===== src/rtl/amo_pkg.sv =====
package amo_pkg;

   typedef enum logic [2:0] {
      ST_IDLE,
      ST_READ,
      ST_MODIFY,
      ST_WRITE,
      ST_DONE
   } amo_state_e;

   typedef enum logic [2:0] {
      AOP_ADD,
      AOP_OR,
      AOP_AND,
      AOP_XOR,
      AOP_XCHG,
      AOP_CMPX
   } amo_op_e;

   typedef struct packed {
      logic    ok;
      amo_op_e op;
      logic    fetch;
      logic    dword;
   } amo_dec_t;

   localparam logic [1:0] SZ_WORD  = 2'd0;
   localparam logic [1:0] SZ_DWORD = 2'd3;

endpackage


===== src/rtl/amo_decode.sv =====
module amo_decode
   import amo_pkg::*;
#(
   parameter int IMM_W = 32
) (
   input  logic [1:0]       size_i,
   input  logic [IMM_W-1:0] imm_i,
   output amo_dec_t         dec_o
);

   if (IMM_W <= 8) begin : g_bad_imm
      $error("amo_decode: IMM_W must exceed 8");
   end

   logic size_ok;
   logic high_zero;
   logic code_ok;
   amo_op_e op;

   always_comb begin
      size_ok   = (size_i == SZ_WORD) || (size_i == SZ_DWORD);
      high_zero = (imm_i[IMM_W-1:8] == '0);
      code_ok   = 1'b1;
      op        = AOP_ADD;
      case (imm_i[7:0])
         8'h00, 8'h01: op = AOP_ADD;
         8'h40, 8'h41: op = AOP_OR;
         8'h50, 8'h51: op = AOP_AND;
         8'ha0, 8'ha1: op = AOP_XOR;
         8'he1:        op = AOP_XCHG;
         8'hf1:        op = AOP_CMPX;
         default:      code_ok = 1'b0;
      endcase
      dec_o.ok    = size_ok && high_zero && code_ok;
      dec_o.op    = op;
      dec_o.fetch = imm_i[0];
      dec_o.dword = (size_i == SZ_DWORD);
   end

endmodule


===== src/rtl/amo_alu.sv =====
module amo_alu
   import amo_pkg::*;
#(
   parameter int DATA_W = 64
) (
   input  amo_op_e           op_i,
   input  logic              dword_i,
   input  logic [DATA_W-1:0] old_i,
   input  logic [DATA_W-1:0] src_i,
   input  logic [DATA_W-1:0] r0_i,
   output logic [DATA_W-1:0] new_o,
   output logic              match_o
);

   localparam int HALF = DATA_W / 2;

   logic [DATA_W-1:0] mask;
   logic [DATA_W-1:0] b;

   always_comb begin
      mask    = dword_i ? {DATA_W{1'b1}} : {{HALF{1'b0}}, {HALF{1'b1}}};
      b       = src_i & mask;
      match_o = (((old_i ^ r0_i) & mask) == '0);
      case (op_i)
         AOP_ADD:  new_o = (old_i + b) & mask;
         AOP_OR:   new_o = old_i | b;
         AOP_AND:  new_o = old_i & b;
         AOP_XOR:  new_o = old_i ^ b;
         default:  new_o = b;
      endcase
   end

endmodule


===== src/rtl/amo_lane.sv =====
module amo_lane #(
   parameter int DATA_W       = 64,
   parameter bit LANE_BY_ADDR = 1'b1
) (
   input  logic                  dword_i,
   input  logic                  lane_i,
   input  logic [DATA_W-1:0]     rdata_i,
   input  logic [DATA_W-1:0]     wval_i,
   output logic [DATA_W-1:0]     old_o,
   output logic [DATA_W-1:0]     wdata_o,
   output logic [DATA_W/8-1:0]   be_o
);

   localparam int HALF = DATA_W / 2;
   localparam int BE_W = DATA_W / 8;
   localparam int HB   = BE_W / 2;

   logic hi;

   if (LANE_BY_ADDR) begin : g_addr_lane
      assign hi = lane_i;
   end else begin : g_low_lane
      logic unused_lane;
      assign unused_lane = lane_i;
      assign hi          = 1'b0;
   end

   always_comb begin
      if (dword_i) begin
         old_o   = rdata_i;
         wdata_o = wval_i;
         be_o    = {BE_W{1'b1}};
      end else begin
         old_o   = {{HALF{1'b0}}, (hi ? rdata_i[DATA_W-1:HALF] : rdata_i[HALF-1:0])};
         wdata_o = {wval_i[HALF-1:0], wval_i[HALF-1:0]};
         be_o    = hi ? {{HB{1'b1}}, {HB{1'b0}}} : {{HB{1'b0}}, {HB{1'b1}}};
      end
   end

endmodule


===== src/rtl/amo_unit.sv =====
module amo_unit
   import amo_pkg::*;
#(
   parameter int ADDR_W       = 32,
   parameter int DATA_W       = 64,
   parameter int OFF_W        = 16,
   parameter int IMM_W        = 32,
   parameter bit LANE_BY_ADDR = 1'b1
) (
   input  logic                clk_i,
   input  logic                rst_ni,
   input  logic                start_i,
   input  logic [ADDR_W-1:0]   base_i,
   input  logic [OFF_W-1:0]    offset_i,
   input  logic [1:0]          size_i,
   input  logic [IMM_W-1:0]    imm_i,
   input  logic [DATA_W-1:0]   src_val_i,
   input  logic [DATA_W-1:0]   r0_val_i,
   output logic                mem_req_o,
   output logic                mem_we_o,
   output logic [ADDR_W-1:0]   mem_addr_o,
   output logic [DATA_W/8-1:0] mem_be_o,
   output logic [DATA_W-1:0]   mem_wdata_o,
   input  logic [DATA_W-1:0]   mem_rdata_i,
   output logic                mem_lock_o,
   output logic                done_o,
   output logic                err_o,
   output logic                wb_en_o,
   output logic                wb_to_r0_o,
   output logic [DATA_W-1:0]   wb_data_o
);

   localparam int LANE_BIT = $clog2(DATA_W / 16);

   if (DATA_W != 64) begin : g_bad_data
      $error("amo_unit: DATA_W must be 64");
   end
   if (ADDR_W <= OFF_W || ADDR_W <= LANE_BIT) begin : g_bad_addr
      $error("amo_unit: ADDR_W too narrow");
   end

   amo_state_e        state_q;
   amo_dec_t          dec_q;
   amo_dec_t          dec_in;
   logic              err_q;
   logic [ADDR_W-1:0] addr_q;
   logic [ADDR_W-1:0] addr_sum;
   logic [DATA_W-1:0] src_q;
   logic [DATA_W-1:0] r0_q;
   logic [DATA_W-1:0] old_q;
   logic [DATA_W-1:0] new_q;
   logic              match_q;
   logic [DATA_W-1:0] old_lane;
   logic [DATA_W-1:0] new_val;
   logic              match_now;
   logic              write_go;

   assign addr_sum = base_i + {{(ADDR_W-OFF_W){offset_i[OFF_W-1]}}, offset_i};

   amo_decode #(.IMM_W(IMM_W)) decode_i (
      .size_i (size_i),
      .imm_i  (imm_i),
      .dec_o  (dec_in)
   );

   amo_lane #(.DATA_W(DATA_W), .LANE_BY_ADDR(LANE_BY_ADDR)) lane_i (
      .dword_i (dec_q.dword),
      .lane_i  (addr_q[LANE_BIT]),
      .rdata_i (mem_rdata_i),
      .wval_i  (new_q),
      .old_o   (old_lane),
      .wdata_o (mem_wdata_o),
      .be_o    (mem_be_o)
   );

   amo_alu #(.DATA_W(DATA_W)) alu_i (
      .op_i    (dec_q.op),
      .dword_i (dec_q.dword),
      .old_i   (old_lane),
      .src_i   (src_q),
      .r0_i    (r0_q),
      .new_o   (new_val),
      .match_o (match_now)
   );

   always_ff @(posedge clk_i) begin
      if (!rst_ni) begin
         state_q <= ST_IDLE;
         dec_q   <= '0;
         err_q   <= 1'b0;
         addr_q  <= '0;
         src_q   <= '0;
         r0_q    <= '0;
         old_q   <= '0;
         new_q   <= '0;
         match_q <= 1'b0;
      end else begin
         case (state_q)
            ST_IDLE: begin
               if (start_i) begin
                  dec_q   <= dec_in;
                  addr_q  <= addr_sum;
                  src_q   <= src_val_i;
                  r0_q    <= r0_val_i;
                  err_q   <= !dec_in.ok;
                  state_q <= dec_in.ok ? ST_READ : ST_DONE;
               end
            end
            ST_READ:   state_q <= ST_MODIFY;
            ST_MODIFY: begin
               old_q   <= old_lane;
               new_q   <= new_val;
               match_q <= match_now;
               state_q <= ST_WRITE;
            end
            ST_WRITE:  state_q <= ST_DONE;
            default:   state_q <= ST_IDLE;
         endcase
      end
   end

   assign write_go   = (state_q == ST_WRITE) && ((dec_q.op != AOP_CMPX) || match_q);
   assign mem_lock_o = (state_q == ST_READ) || (state_q == ST_MODIFY) || (state_q == ST_WRITE);
   assign mem_req_o  = (state_q == ST_READ) || write_go;
   assign mem_we_o   = write_go;
   assign mem_addr_o = addr_q;
   assign done_o     = (state_q == ST_DONE);
   assign err_o      = done_o && err_q;
   assign wb_en_o    = done_o && !err_q && dec_q.fetch;
   assign wb_to_r0_o = done_o && !err_q && (dec_q.op == AOP_CMPX);
   assign wb_data_o  = old_q;

endmodule


===== config.mk =====
export PLATFORM = sky130hd
export DESIGN_NAME = amo_unit
export DESIGN_NICKNAME = d
export VERILOG_FILES = /design/src/rtl/amo_pkg.sv /design/src/rtl/amo_decode.sv /design/src/rtl/amo_alu.sv /design/src/rtl/amo_lane.sv /design/src/rtl/amo_unit.sv
export SDC_FILE = /design/constraint.sdc
export NUM_CORES = 1
export LEC_CHECK = 0
export ABC_CLOCK_PERIOD_IN_PS = 4500
export BUFFER_PORTS_ARGS = -buffer_cell sky130_fd_sc_hd__buf_2
export CELL_PAD_IN_SITES_DETAIL_PLACEMENT = 1
export CELL_PAD_IN_SITES_GLOBAL_PLACEMENT = 1
export CORE_UTILIZATION = 41
export DETAILED_ROUTE_END_ITERATION = 16
export PLACE_DENSITY_LB_ADDON = 0.1
export REMOVE_ABC_BUFFERS = 1
export SYNTH_ARGS = -nofsm -noshare
export SYNTH_HDL_FRONTEND = slang
export SYNTH_SLANG_ARGS = --single-unit
export TNS_END_PERCENT = 20

===== constraint.sdc =====
create_clock -name clk_i -period 4.5 [get_ports clk_i]
set_clock_uncertainty 0.15 [all_clocks]
set_input_delay 0.9 -clock clk_i [delete_from_list [all_inputs] [get_ports clk_i]]
set_output_delay 0.9 -clock clk_i [all_outputs]
set_load 0.01 [all_outputs]

==> results.json <==
{
  "grt_pass1_vias": 22690,
  "synthArstFlopShare_pct": 0,
  "rr_startpoint": "dec_q[0]$_SDFFE_PN0P_",
  "cts_tree": "built",
  "grt_pass1_wl_um": 135500,
  "die_w_um": 232.4,
  "drive_gt1_share_pct": 22.25,
  "tightestPinTransition_ns": 0.9787,
  "grt-ovfl-total": 0,
  "finalSetupViolCount": 0,
  "fill_cells": 6619,
  "hold_violations": 0,
  "start_kind": "flip-flop",
  "antenna_found_initial": 14,
  "peakVddDrop_mv": 0.2521,
  "crit_start": "dec_q[0]$_SDFFE_PN0P_",
  "crit_type": "flip-flop to flip-flop",
  "instances_no_fill": 3913,
  "synth_cell_type_count": 85,
  "cts_buffers": 39,
  "finalPower_mw": 7.992,
  "r2r_end": "new_q[60]$_SDFFE_PN0P_",
  "seq_area_um2": 5981,
  "grt_usage_pct": 32.57,
  "multi_input_area_um2": 14090,
  "arrival_ns": 4.61,
  "rsz0062_at_grt": "yes",
  "yosysSeqAreaShare_pct": 27.41,
  "start_util_pct": 41.41,
  "cts_setup_buffers": 0,
  "timing.max_cap.violations": 0,
  "hp-start": "wb_data_o[45]$_SDFFE_PN0P_",
  "hold_class": "flip-flop to flip-flop",
  "whs_ns": 0.3041,
  "power_density_nw_per_um2": 304.5,
  "area_growth_pct": 20.59,
  "vias": 22060,
  "period_minus_slack_ns": 4.313,
  "endpoint_kind": "flip-flop",
  "max_freq_mhz": 231.9,
  "avgSynthCellArea_um2": 7.745,
  "crit_required_ns": 4.80,
  "cts_resized": 2,
  "ant_nets": 0,
  "final_common_cell": "nand2_1",
  "viasPerCell": 5.638,
  "clk_pin_slew_worst_paths_ns": 0.06,
  "layout_worst_path_cycle_share_pct": 95.84,
  "clk_path_buf_depth": 3,
  "coreArea_um2": 52550,
  "dp.cells": 3837,
  "drt_first_pass_iters": 7,
  "dieArea_um2": 54000,
  "clock-root-buffer": "clkbuf_16",
  "cp-endpoint": "new_q[60]$_SDFFE_PN0P_",
  "netlist_area_um2": 21760,
  "syn_inst": 2810,
  "postCtsHoldBufs": 0,
  "ys_ff_latch": 298,
  "io_buffers": 451,
  "leakagePower_nw": 11.87,
  "clock_latency_ns": 0.58,
  "synth_ff_type": "dfxtp_1",
  "drtIter0Drc": 1177,
  "drc": 0,
  "cts_sinks": 298,
  "relSlewSlack_pct": 33.06,
  "status": "complete, no violations",
  "die_h_um": 232.4,
  "drt-total-wl_um": 89420,
  "reg2reg_depth": 14,
  "path_max_fanout": 111,
  "place_congestion": 0.9226,
  "utilization_pct": 49.94,
  "fin_nets": 3638,
  "slew_violations": 0,
  "pin_count": 452,
  "rows": 84,
  "synth_edf_count": 0,
  "yosys_warnings": 0,
  "wl_per_cell_um": 22.85,
  "grt_start_max_net_pins": 130,
  "dpl.hpwl_um": 67690,
  "htree_num_levels": 2,
  "most-common-layout-cells": "532 x nand2_1, 450 x buf_2, 294 x dfxtp_1",
  "r2r_slack_ns": 0.19
}
==> Yosys cell counts (all sizes together), types with 45 or more instances <==
| cell type | count | area share [%] |
|---|---|---|
| inv | 212 | 3.7 |
| nor2 | 122 | 2.1 |
| mux2i | 87 | 4.0 |
| nand3 | 70 | 1.6 |
| ha | 169 | 9.7 |
| a21boi | 150 | 5.2 |
| a21oi | 172 | 4.0 |
| xnor2 | 104 | 4.2 |
| o21ai | 130 | 3.0 |
| buf | 75 | 2.0 |
| nand2 | 534 | 9.2 |
| a211oi | 45 | 1.6 |
| dfxtp | 298 | 27 |
| clkbuf | 140 | 2.4 |
==> cell families after synthesis <==
kind of cell               synth area share [%]
DFF                                       27.41
buffers and inverters                     8.124
muxes                                     8.193
and+or+nand+nor                           18.15
AOI/OAI and AO/OA                         22.79
adders and majority gates                 9.901
xor gates and xnor gates                  5.433
==> power breakdown <==
group | switching (mW) | leakage, nW | internal [mW]
clock | 1.32 | 0.683 | 2.16
sequential | 0.0793 | 2.43 | 2.74
combinational | 0.995 | 8.76 | 0.704
total | 2.39 | 11.9 | 5.60
==> stage by stage <==
step | setup TNS [ns] | instance area [um2] | worst slack, ns
6_report | 0 | 26240 | 0.1871
5_1_grt | -0.02672 | 26230 | -0.02672
4_1_cts | 0 | 26200 | 0.01597
3_5_place_dp | -0.4856 | 24800 | -0.1990
3_3_place_gp | -0.2374 | 24800 | -0.1183
2_1_floorplan | -1306.86 | 20790 | -9.038
==> flip-flops by register name, indices dropped and copies added, names as in the netlist <==
| signal | count |
|---|---|
| r0_q | 64 |
| match_q | 1 |
| mem_addr_o | 32 |
| err_q | 1 |
| state_q | 3 |
| wb_data_o | 64 |
| src_q | 64 |
| new_q | 64 |
| dec_q | 5 |
==> worst max-delay path, stage by stage (launching register included) <==
cell	delay [ns]
dfxtp_4	0.37
buf_12	0.38
nand2_1	0.46
ha_1	0.58
inv_1	0.15
nor2_1	0.12
o211ai_1	0.08
o21ai_0	0.45
a22oi_1	0.23
o311ai_4	0.16
buf_4	0.20
nand3_2	0.08
nor4b_1	0.17
o31ai_1	0.30
a21boi_1	0.10
==> how the worst min path moves through the flow <==
stage / endpoint / depth (start not counted)
global placement: new_q[43]$_SDFFE_PN0P_ / 2
global route: wb_data_o[53]$_SDFFE_PN0P_ / 2
detailed placement: wb_data_o[46]$_SDFFE_PN0P_ / 2
floorplan: new_q[36]$_SDFFE_PN0P_ / 2
finish: wb_data_o[45]$_SDFFE_PN0P_ / 2
CTS: wb_data_o[46]$_SDFFE_PN0P_ / 2
==> final cells by class <==
type / count / area share (%)
flip-flops and latches: 298 / 22.79
inverters: 212 / 3.032
clock buffers: 51 / 4.286
clock inverters: 18 / 1.039
diodes: 7 / 0.06675
well taps: 688 / 3.280
repair buffers: 554 / 11.81
multi-input cells: 2085 / 53.70
==> layer usage <==
| metal | GRT usage [%] | vias to the layer above | share of wire [%] |
|---|---|---|---|
| li1 | - | 10440 | - |
| met1 | 40.68 | 10880 | 42 |
| met2 | 55.82 | 573 | 49 |
| met3 | 5.809 | 153 | 5.6 |
| met4 | 11.37 | 16 | 3.3 |
| met5 | 0 | - | 0.10 |
Note: power is estimated with default switching activity, not from simulation.
